$ cat src/rtl/prt_pkg.sv
package prt_pkg;
   typedef enum logic {
      PRT_DEACT = 1'b0,
      PRT_ACT   = 1'b1
   } prt_kind_e;
endpackage

$ cat src/rtl/prt_slot.sv
module prt_slot #(
   parameter int AW = 8
) (
   input  logic          clk,
   input  logic          rst_n,
   input  logic          set_i,
   input  logic          clr_i,
   input  logic [AW-1:0] addr_i,
   input  logic [AW-1:0] lk_addr_i,
   output logic          valid_o,
   output logic [AW-1:0] addr_o,
   output logic          valid_n_o,
   output logic [AW-1:0] addr_n_o,
   output logic          lk_match_o
);
   logic          valid_q;
   logic [AW-1:0] addr_q;

   always_comb begin
      valid_n_o = valid_q;
      addr_n_o  = addr_q;
      if (set_i) begin
         valid_n_o = 1'b1;
         addr_n_o  = addr_i;
      end else if (clr_i) begin
         valid_n_o = 1'b0;
      end
   end

   always_ff @(posedge clk) begin
      if (!rst_n) begin
         valid_q <= 1'b0;
         addr_q  <= '0;
      end else begin
         valid_q <= valid_n_o;
         addr_q  <= addr_n_o;
      end
   end

   assign valid_o    = valid_q;
   assign addr_o     = addr_q;
   assign lk_match_o = valid_q && (addr_q == lk_addr_i);

   // an accepted activate leaves the slot valid with the sent address
   a_r2_set_records: assert property (@(posedge clk) disable iff (!rst_n)
      set_i |=> (valid_o && addr_o == $past(addr_i)));
   // an accepted deactivate empties the slot
   a_r4_clear_empties: assert property (@(posedge clk) disable iff (!rst_n)
      clr_i |=> !valid_o);
   // one message per cycle, so a slot is never set and cleared together
   a_r11_single_op: assert property (@(posedge clk) disable iff (!rst_n)
      !(set_i && clr_i));
endmodule

$ cat src/rtl/prt_wave.sv
module prt_wave #(
   parameter int NPROC = 4,
   parameter int AW    = 8
) (
   input  logic                clk,
   input  logic                rst_n,
   input  logic                deact_i,
   input  logic [AW-1:0]       deact_addr_i,
   input  logic [NPROC-1:0]    valid_n_i,
   input  logic [NPROC*AW-1:0] addr_n_i,
   output logic                blocked_o,
   output logic [AW-1:0]       blk_addr_o
);
   logic          blocked_q;
   logic [AW-1:0] blk_addr_q;
   logic [AW-1:0] watch_addr;
   logic          live;

   assign watch_addr = deact_i ? deact_addr_i : blk_addr_q;

   always_comb begin
      live = 1'b0;
      for (int q = 0; q < NPROC; q++) begin
         if (valid_n_i[q] && addr_n_i[q*AW +: AW] == watch_addr) live = 1'b1;
      end
   end

   always_ff @(posedge clk) begin
      if (!rst_n) begin
         blocked_q  <= 1'b0;
         blk_addr_q <= '0;
      end else begin
         blocked_q  <= (deact_i || blocked_q) && live;
         blk_addr_q <= watch_addr;
      end
   end

   assign blocked_o  = blocked_q;
   assign blk_addr_o = blk_addr_q;

   // leaving while others still contend blocks the leaver
   a_r6_block_on_leave: assert property (@(posedge clk) disable iff (!rst_n)
      (deact_i && live) |=> blocked_o);
   // a block never appears without a deactivate
   a_r7_no_spurious_block: assert property (@(posedge clk) disable iff (!rst_n)
      (!blocked_o && !deact_i) |=> !blocked_o);
endmodule

$ cat src/rtl/prt_pick.sv
module prt_pick #(
   parameter int NPROC = 4,
   parameter int PW    = 2
) (
   input  logic [NPROC-1:0] req_i,
   output logic             hit_o,
   output logic [PW-1:0]    idx_o
);
   always_comb begin
      hit_o = 1'b0;
      idx_o = '0;
      for (int i = NPROC - 1; i >= 0; i--) begin
         if (req_i[i]) begin
            hit_o = 1'b1;
            idx_o = PW'(i);
         end
      end
   end
endmodule

$ cat src/rtl/prt_table.sv
module prt_table #(
   parameter int NPROC    = 4,
   parameter int AW       = 8,
   parameter int LOCAL_ID = 0,
   parameter bit LK_REG   = 1'b0,
   localparam int PW      = (NPROC > 1) ? $clog2(NPROC) : 1
) (
   input  logic             clk,
   input  logic             rst_n,
   input  logic             msg_valid,
   input  logic             msg_kind,
   input  logic [PW-1:0]    msg_src,
   input  logic [AW-1:0]    msg_addr,
   input  logic [AW-1:0]    lk_addr,
   output logic             lk_hit,
   output logic [PW-1:0]    lk_winner,
   output logic             lk_forward,
   output logic [NPROC-1:0] may_reissue,
   output logic             proto_err
);
   import prt_pkg::*;

   if (NPROC < 2) begin : g_bad_nproc
      $error("prt_table: NPROC must be at least 2");
   end
   if (AW < 1) begin : g_bad_aw
      $error("prt_table: AW must be at least 1");
   end
   if (LOCAL_ID < 0 || LOCAL_ID >= NPROC) begin : g_bad_local
      $error("prt_table: LOCAL_ID out of range");
   end

   logic                src_ok;
   logic                is_act;
   logic [NPROC-1:0]    sel;
   logic [NPROC-1:0]    e_valid;
   logic [NPROC-1:0]    e_valid_n;
   logic [NPROC*AW-1:0] e_addr;
   logic [NPROC*AW-1:0] e_addr_n;
   logic [NPROC-1:0]    lk_match;
   logic [NPROC-1:0]    blocked;
   logic [NPROC*AW-1:0] blk_addr;
   logic [NPROC-1:0]    blk_same;
   logic [NPROC-1:0]    deact_ok;
   logic [NPROC-1:0]    set_v;
   logic [NPROC-1:0]    clr_v;
   logic                err_n;
   logic                err_q;
   logic                pick_hit;
   logic [PW-1:0]       pick_idx;

   if ((1 << PW) == NPROC) begin : g_src_full
      assign src_ok = msg_valid;
   end else begin : g_src_cmp
      assign src_ok = msg_valid && (int'(msg_src) < NPROC);
   end

   assign is_act = (prt_kind_e'(msg_kind) == PRT_ACT);

   for (genvar i = 0; i < NPROC; i++) begin : g_proc
      assign sel[i]      = src_ok && (msg_src == PW'(i));
      assign blk_same[i] = blocked[i] && (blk_addr[i*AW +: AW] == msg_addr);
      assign deact_ok[i] = e_valid[i] && (e_addr[i*AW +: AW] == msg_addr);
      assign set_v[i]    = sel[i] && is_act && (e_valid[i] || !blk_same[i]);
      assign clr_v[i]    = sel[i] && !is_act && deact_ok[i];

      prt_slot #(.AW(AW)) u_slot (
         .clk        (clk),
         .rst_n      (rst_n),
         .set_i      (set_v[i]),
         .clr_i      (clr_v[i]),
         .addr_i     (msg_addr),
         .lk_addr_i  (lk_addr),
         .valid_o    (e_valid[i]),
         .addr_o     (e_addr[i*AW +: AW]),
         .valid_n_o  (e_valid_n[i]),
         .addr_n_o   (e_addr_n[i*AW +: AW]),
         .lk_match_o (lk_match[i])
      );

      prt_wave #(.NPROC(NPROC), .AW(AW)) u_wave (
         .clk          (clk),
         .rst_n        (rst_n),
         .deact_i      (clr_v[i]),
         .deact_addr_i (msg_addr),
         .valid_n_i    (e_valid_n),
         .addr_n_i     (e_addr_n),
         .blocked_o    (blocked[i]),
         .blk_addr_o   (blk_addr[i*AW +: AW])
      );

      assign may_reissue[i] = !blocked[i];
   end

   always_comb begin
      err_n = msg_valid && !src_ok;
      for (int i = 0; i < NPROC; i++) begin
         if (sel[i]) begin
            if (is_act) begin
               if (e_valid[i] || blk_same[i]) err_n = 1'b1;
            end else if (!deact_ok[i]) begin
               err_n = 1'b1;
            end
         end
      end
   end

   always_ff @(posedge clk) begin
      if (!rst_n) err_q <= 1'b0;
      else        err_q <= err_n;
   end
   assign proto_err = err_q;

   prt_pick #(.NPROC(NPROC), .PW(PW)) u_pick (
      .req_i (lk_match),
      .hit_o (pick_hit),
      .idx_o (pick_idx)
   );

   if (LK_REG) begin : g_lk_reg
      logic          hit_q;
      logic [PW-1:0] win_q;
      always_ff @(posedge clk) begin
         if (!rst_n) begin
            hit_q <= 1'b0;
            win_q <= '0;
         end else begin
            hit_q <= pick_hit;
            win_q <= pick_idx;
         end
      end
      assign lk_hit    = hit_q;
      assign lk_winner = win_q;
   end else begin : g_lk_comb
      assign lk_hit    = pick_hit;
      assign lk_winner = pick_idx;

      // the reported winner really holds the looked-up address
      a_r3_winner_matches: assert property (@(posedge clk) disable iff (!rst_n)
         lk_hit |-> lk_match[lk_winner]);
      // no lower-numbered processor also matches
      a_r3_winner_lowest: assert property (@(posedge clk) disable iff (!rst_n)
         lk_hit |-> ((lk_match & ((NPROC'(1) << lk_winner) - NPROC'(1))) == '0));
   end

   assign lk_forward = lk_hit && (lk_winner != PW'(LOCAL_ID));

   // an error pulse always follows some message
   a_r12_err_has_cause: assert property (@(posedge clk) disable iff (!rst_n)
      proto_err |-> $past(msg_valid));
   // a blocked reissue into an empty slot leaves it empty
   a_r8_blocked_drop: assert property (@(posedge clk) disable iff (!rst_n)
      (src_ok && is_act && !e_valid[msg_src] && blk_same[msg_src])
         |=> (!e_valid[$past(msg_src)] && proto_err));

   for (genvar p = 0; p < NPROC; p++) begin : g_chk
      logic live_now;
      always_comb begin
         live_now = 1'b0;
         for (int q = 0; q < NPROC; q++) begin
            if (e_valid[q] && e_addr[q*AW +: AW] == blk_addr[p*AW +: AW]) live_now = 1'b1;
         end
      end
      // a processor is only blocked while its wave is still live
      a_r7_block_needs_wave: assert property (@(posedge clk) disable iff (!rst_n)
         blocked[p] |-> live_now);
   end
endmodule

$ cat config.mk
export PLATFORM = sky130hd
export DESIGN_NAME = prt_table
export DESIGN_NICKNAME = d
export VERILOG_FILES = /design/src/rtl/prt_pkg.sv /design/src/rtl/prt_slot.sv /design/src/rtl/prt_wave.sv /design/src/rtl/prt_pick.sv /design/src/rtl/prt_table.sv
export SDC_FILE = /design/constraint.sdc
export NUM_CORES = 1
export LEC_CHECK = 0
export BUFFER_PORTS_ARGS = -buffer_cell sky130_fd_sc_hd__buf_2
export CAP_MARGIN = 20
export CORE_ASPECT_RATIO = 1.1
export CORE_MARGIN = 8
export CORE_UTILIZATION = 30
export CTS_BUF_LIST = sky130_fd_sc_hd__clkbuf_4 sky130_fd_sc_hd__clkbuf_8
export DETAILED_ROUTE_END_ITERATION = 10
export PLACE_DENSITY = 0.48
export SLEW_MARGIN = 20
export SYNTH_ARGS = -nofsm -noshare
export SYNTH_HDL_FRONTEND = slang
export SYNTH_SLANG_ARGS = --single-unit
$ cat constraint.sdc
create_clock -name clk -period 3.8 [get_ports clk]
set_input_delay 0.38 -clock clk [delete_from_list [all_inputs] [get_ports clk]]
set_output_delay 0.38 -clock clk [all_outputs]
set_load 0.005 [all_outputs]
# After elaboration in Yosys (flattened, before gate mapping)
# Cells that the tools add are included.
# classes
add_sub_neg	0
mul	0
n_div	0
magnitude_cmp	0
eq_ne	31
n_shift	0
muxes	56
bitwise_logic	0
reduce_logical	76
# ops
op	n
8-bit == test	28
8-bit two-way mux	8
1-bit logical AND	53
1-bit two-way mux	44
1-bit logical OR	12
1-bit logical NOT	9
2-bit two-way mux	4
2-bit == test, second input constant	2
2-bit by 1-bit == test with 1-bit output, second input constant	1
2-bit logical NOT	1
2-bit nonzero test	1
# word_totals
regBits	73
latch_bits	0
ram_bits	0
rom_bits	0
elab_cells	180
mem_count	0

# Depth between registers and ports, before layout
# depth
depth_word	15
ltp_mapped	12
ltp_nobuf	9

# Cells and area by module
# From an unflattened synthesis, not the netlist that was laid out.
# unflattened
hier_cells	593
area_unflattened_um2	6060.8
# modules_own_cells
mod	n_inst	cells_per_inst	area_per_inst_um2
prt_wave	4	72	772.0
prt_slot	4	41	473.0
prt_table	1	134	1046.0
prt_pick	1	7	35.0

# Least setup slack after synthesis
# No wires, ideal clock.
# synth_timing
path_kind	input port to flip-flop
start	input port msg_addr[6]
end	register g_proc[1].u_wave.blocked_q
setup_ns	0.074
t_arrival_ns	2.763
required_time_ns	3.726
slack_ns	0.963
path_stages	10
path_cell_list	buf_6 -> xor2_1 -> or3_1 -> nor4_1 -> buf_2 -> mux2i_1 -> xnor2_1 -> nand3_1 -> or4_1 -> a31oi_1
# synth_between
elab_chain_len	13
elab_cells_between_ends	59
# synth_lines
item	line	source
start, declared	prt_table.sv:13	input logic [AW-1:0] msg_addr,
8-bit == test	prt_table.sv:62	assign blk_same[i] = blocked[i] && (blk_addr[i*AW +: AW] == msg_addr);
1-bit logical AND	prt_table.sv:62	
1-bit logical NOT	prt_table.sv:64	assign set_v[i] = sel[i] && is_act && (e_valid[i] || !blk_same[i]);
1-bit logical OR	prt_table.sv:64	
1-bit logical AND	prt_table.sv:64	
8-bit two-way mux	prt_slot.sv:22	if (set_i) begin
8-bit == test	prt_wave.sv:24	if (valid_n_i[q] && addr_n_i[q*AW +: AW] == watch_addr) live = 1'b1;
1-bit logical AND	prt_wave.sv:24	
1-bit two-way mux (4 in series)	prt_wave.sv:24	
1-bit logical AND (*)	prt_wave.sv:33	blocked_q <= (deact_i || blocked_q) && live;
end signal, assigned	prt_wave.sv:33	
end, declared	prt_wave.sv:14	logic blocked_q;
# Mark *: on every way between the ends. The rest lies on a longest branch, timed or not.
# A chain may end at the register's enable or synchronous reset.

# Worst setup path in the final report
# layout_timing
start	input port msg_addr[2]
end	register g_proc[0].u_wave.blocked_q
# layout_between
elab_chain_len	13
elab_cells_between_ends	59
# layout_lines
item	line
8-bit == test	prt_table.sv:62
1-bit logical AND	prt_table.sv:62
1-bit logical NOT	prt_table.sv:64
1-bit logical OR	prt_table.sv:64
1-bit logical AND	prt_table.sv:64
8-bit two-way mux	prt_slot.sv:22
8-bit == test	prt_wave.sv:24
1-bit logical AND	prt_wave.sv:24
1-bit two-way mux (4 in series)	prt_wave.sv:24
1-bit logical AND (*)	prt_wave.sv:33
end signal, assigned	prt_wave.sv:33
end, declared	prt_wave.sv:14
# Marked as above.

==> flow_summary.toml <==
[critical_path]
cp.arrival_ns = 3.41
crit_path_frequent_cell = "a31oi_1"
critPathCaptureType = "flip-flop"
cp_slowest_stage_delay_ns = 0.43
rrSetupSlack_ns = 0.94
rr_worst_depth = 9
r2r-start = "g_proc[0].u_wave.blk_addr_o[1]"
crit_slowest_cell = "mux2i_1"
path_buf_inv = 2
path_cells = "buf_2 -> buf_4 -> xnor2_1 -> and3_1 -> nand3_1 -> o21ai_1 -> mux2i_1 -> xor2_1 -> nor4_1 -> a31oi_1 -> a31oi_1"
worstPathMaxFanout = 12
crit_required_ns = 4.11
reg2reg_to = "g_proc[0].u_wave.blocked_o"
critical_path.top_delay_family = "simple AND/OR/NAND/NOR gates"
crit_type = "in -> reg"
startpoint_type = "input port"

[global_route]
grt_pass1_vias = 5440
grt_max_degree = 45
grt-ovfl-total = 0
grt_usage_pct = 18.7
grt_first_pass_wirelength_mm = 34.4
grt_antenna_before_repair = 0

[sta]
drv_slew = 0
period_minus_slack_ns = 3.10
worstMarginPinSlew_ns = 0.904
maxSlewHeadroom_pct = 39.1
fin_crit_sh_pct = 81.6
setup_viol = 0
finalHoldViolCount = 0
fmax_ghz = 0.322
rsz0062_at_grt = "no"
tns_ns = 0
skew_ns = 0.00945

[synth]
netlist.area_leader.share_pct = 24.2
yosysSeqAreaShare_pct = 24.2
syn_area_um2 = 6030
synth_nets = 749
synthTopCellsByArea = "dfxtp_1 24%, xnor2_1 18%, xor2_1 14%, mux2i_1 9.6%, nor2_1 5.1%"
ys_seq_elements = 73
ys.flop_type = "dfxtp_1"
synthArstFlopShare_pct = 0
ys_warn_count = 0
synth_cell_type_count = 55
synthCells = 727
synth_edf_count = 0
netlist.top_cell.by_area = "dfxtp_1"
avgSynthCellArea_um2 = 8.29

[clock_tree]
cts-root-buf = "clkbuf_8"
cts_tree = "done"
clk_pin_slew_ns = 0.09
clockBufferDepth = 2
post_cts_resize_count = 0
post_cts_buffers = 0
clk_latency_ns = 0.38
cts-hold-fix-buffers = 0
htreeDepth = 3
cts.sink_count = 73
cts_buffers = 9

[routing]
num_vias = 5479
firstDrtPassIters = 5
ant_nets = 0
drt-total-wl_mm = 22.6
routed_via_density = 5.19
wire_per_inst_um = 21.4
drc = 0
drt_iter0_drc = 486

[worst_hold_path]
holdCritPathClass = "in -> reg"
hold_start = "rst_n"
whs_path_depth = 3
hold_end = "g_proc[1].u_wave.blocked_o"

[cells_and_area]
antenna-diode-count = 0
fillers = 2115
drive_gt1_share_pct = 17.3
final_core_util_pct = 35.9
fin_cells = 1056
fin_nets = 821
syn_to_final_growth_pct = 17.8

[die]
start_util_pct = 30.4
die_h_um = 165
dieArea_um2 = 24900
core_area_um2 = 19800
ios = 31
rows = 54
fp.dieW_um = 151

[power_and_ir_drop]
ir_drop_uv = 120
p_leak_nw = 2.62
fin_total_pwr_mw = 1.82
powerDensity_nw_per_um2 = 257

[job]
maxCapViolations = 0

[placement]
portBuffers = 30
gp_congestion = 0.915
dp_cells = 1040
hpwl_mm = 17.2

[status]
status = "finished, final reports clean"
[through the flow]
stage | instance area [um2] | hold slack [ns] | setup WS, ns
floorplan | 6030 | 0.502 | 0.963
global placement | 6900 | 0.539 | 0.304
detailed placement | 6900 | 0.535 | 0.366
CTS | 7100 | 0.342 | 0.761
global route | 7100 | 0.379 | 0.453
finish | 7100 | 0.357 | 0.699
[sequential cells by signal, indices dropped and copies added, names as in the netlist]
register / flops
g_proc.u_wave.blocked_o: 4
proto_err: 1
g_proc.u_slot.valid_o: 4
g_proc.u_wave.blk_addr_o: 32
g_proc.u_slot.addr_o: 32
[layout make-up]
cell class              instances  area [um2]  area share (%)
inverters                      14        52.6           0.740
well taps                     252         315            4.44
clock inverters                 5        55.1           0.776
clock buffers                  11         145            2.04
repair buffers                112         778            11.0
multi-input cells             589        4290            60.4
flip-flops and latches         73        1460            20.6
[worst min-delay path: cells and delay by family]
family	cells	cell delay, ns
buffers and inverters	1	0.18
AO/OA/AOI/OAI	2	0.14
[layout by cell type (no fill, tap or decap), types with 4 or more instances in the layout]
cell,count
nand2b_1,10
buf_2,30
clkbuf_8,10
inv_1,13
nand4_1,20
xor2_1,94
buf_4,81
nor4_1,24
nand3_1,33
o21ai_0,5
xnor2_1,125
nor3_1,30
a31oi_1,7
xnor2_2,4
nor2_1,82
a211oi_1,4
or4_1,4
a221oi_1,4
a21oi_1,12
mux2i_1,58
o211ai_1,6
dfxtp_1,73
nand2_1,18
[cell usage after synthesis, drive strengths merged, types with 7 or more instances]
| cell type | count |
|---|---|
| inv | 14 |
| a31oi | 7 |
| xnor2 | 129 |
| clkbuf | 32 |
| o21ai | 7 |
| nor4 | 25 |
| mux2i | 58 |
| xor2 | 94 |
| nor2 | 83 |
| nor3 | 30 |
| nand3 | 33 |
| nand2 | 18 |
| dfxtp | 73 |
| nand4 | 21 |
| a21oi | 12 |
| buf | 19 |
| nand2b | 10 |
[worst max-delay path by stage]
stage / from / end / depth (start not counted)
after floorplan: msg_addr[6] / g_proc[1].u_wave.blocked_o / 10
after global placement: msg_addr[2] / g_proc[0].u_wave.blocked_o / 11
after detailed placement: msg_addr[2] / g_proc[0].u_wave.blocked_o / 11
after CTS: msg_addr[2] / g_proc[0].u_wave.blocked_o / 11
after global routing: msg_addr[2] / g_proc[0].u_wave.blocked_o / 11
final: msg_addr[2] / g_proc[0].u_wave.blocked_o / 11
[layer usage]
layer	up-vias	part of all wire, %	global-route usage, %
met1	2607	44	24.0
met3	44	5.3	2.74
met4	0	4.3	9.95
met5	-	0	0
li1	2641	-	-
met2	187	46	29.9
[cell families after synthesis]
group | Yosys count | synth area share (%)
xor+xnor | 223 | 32.9
mux | 58 | 9.63
buf+inv | 65 | 4.77
flops | 73 | 24.2
simple gates | 246 | 20.8
compound gates | 62 | 7.68
[where the power goes]
group / internal (mW) / switching (mW) / leakage (nW)
registers: 0.775 / 0.0131 / 0.590
clock network: 0.326 / 0.340 / 0.0987
logic: 0.152 / 0.219 / 1.94
total: 1.25 / 0.572 / 2.62
Power figures use the tool's default switching activity.
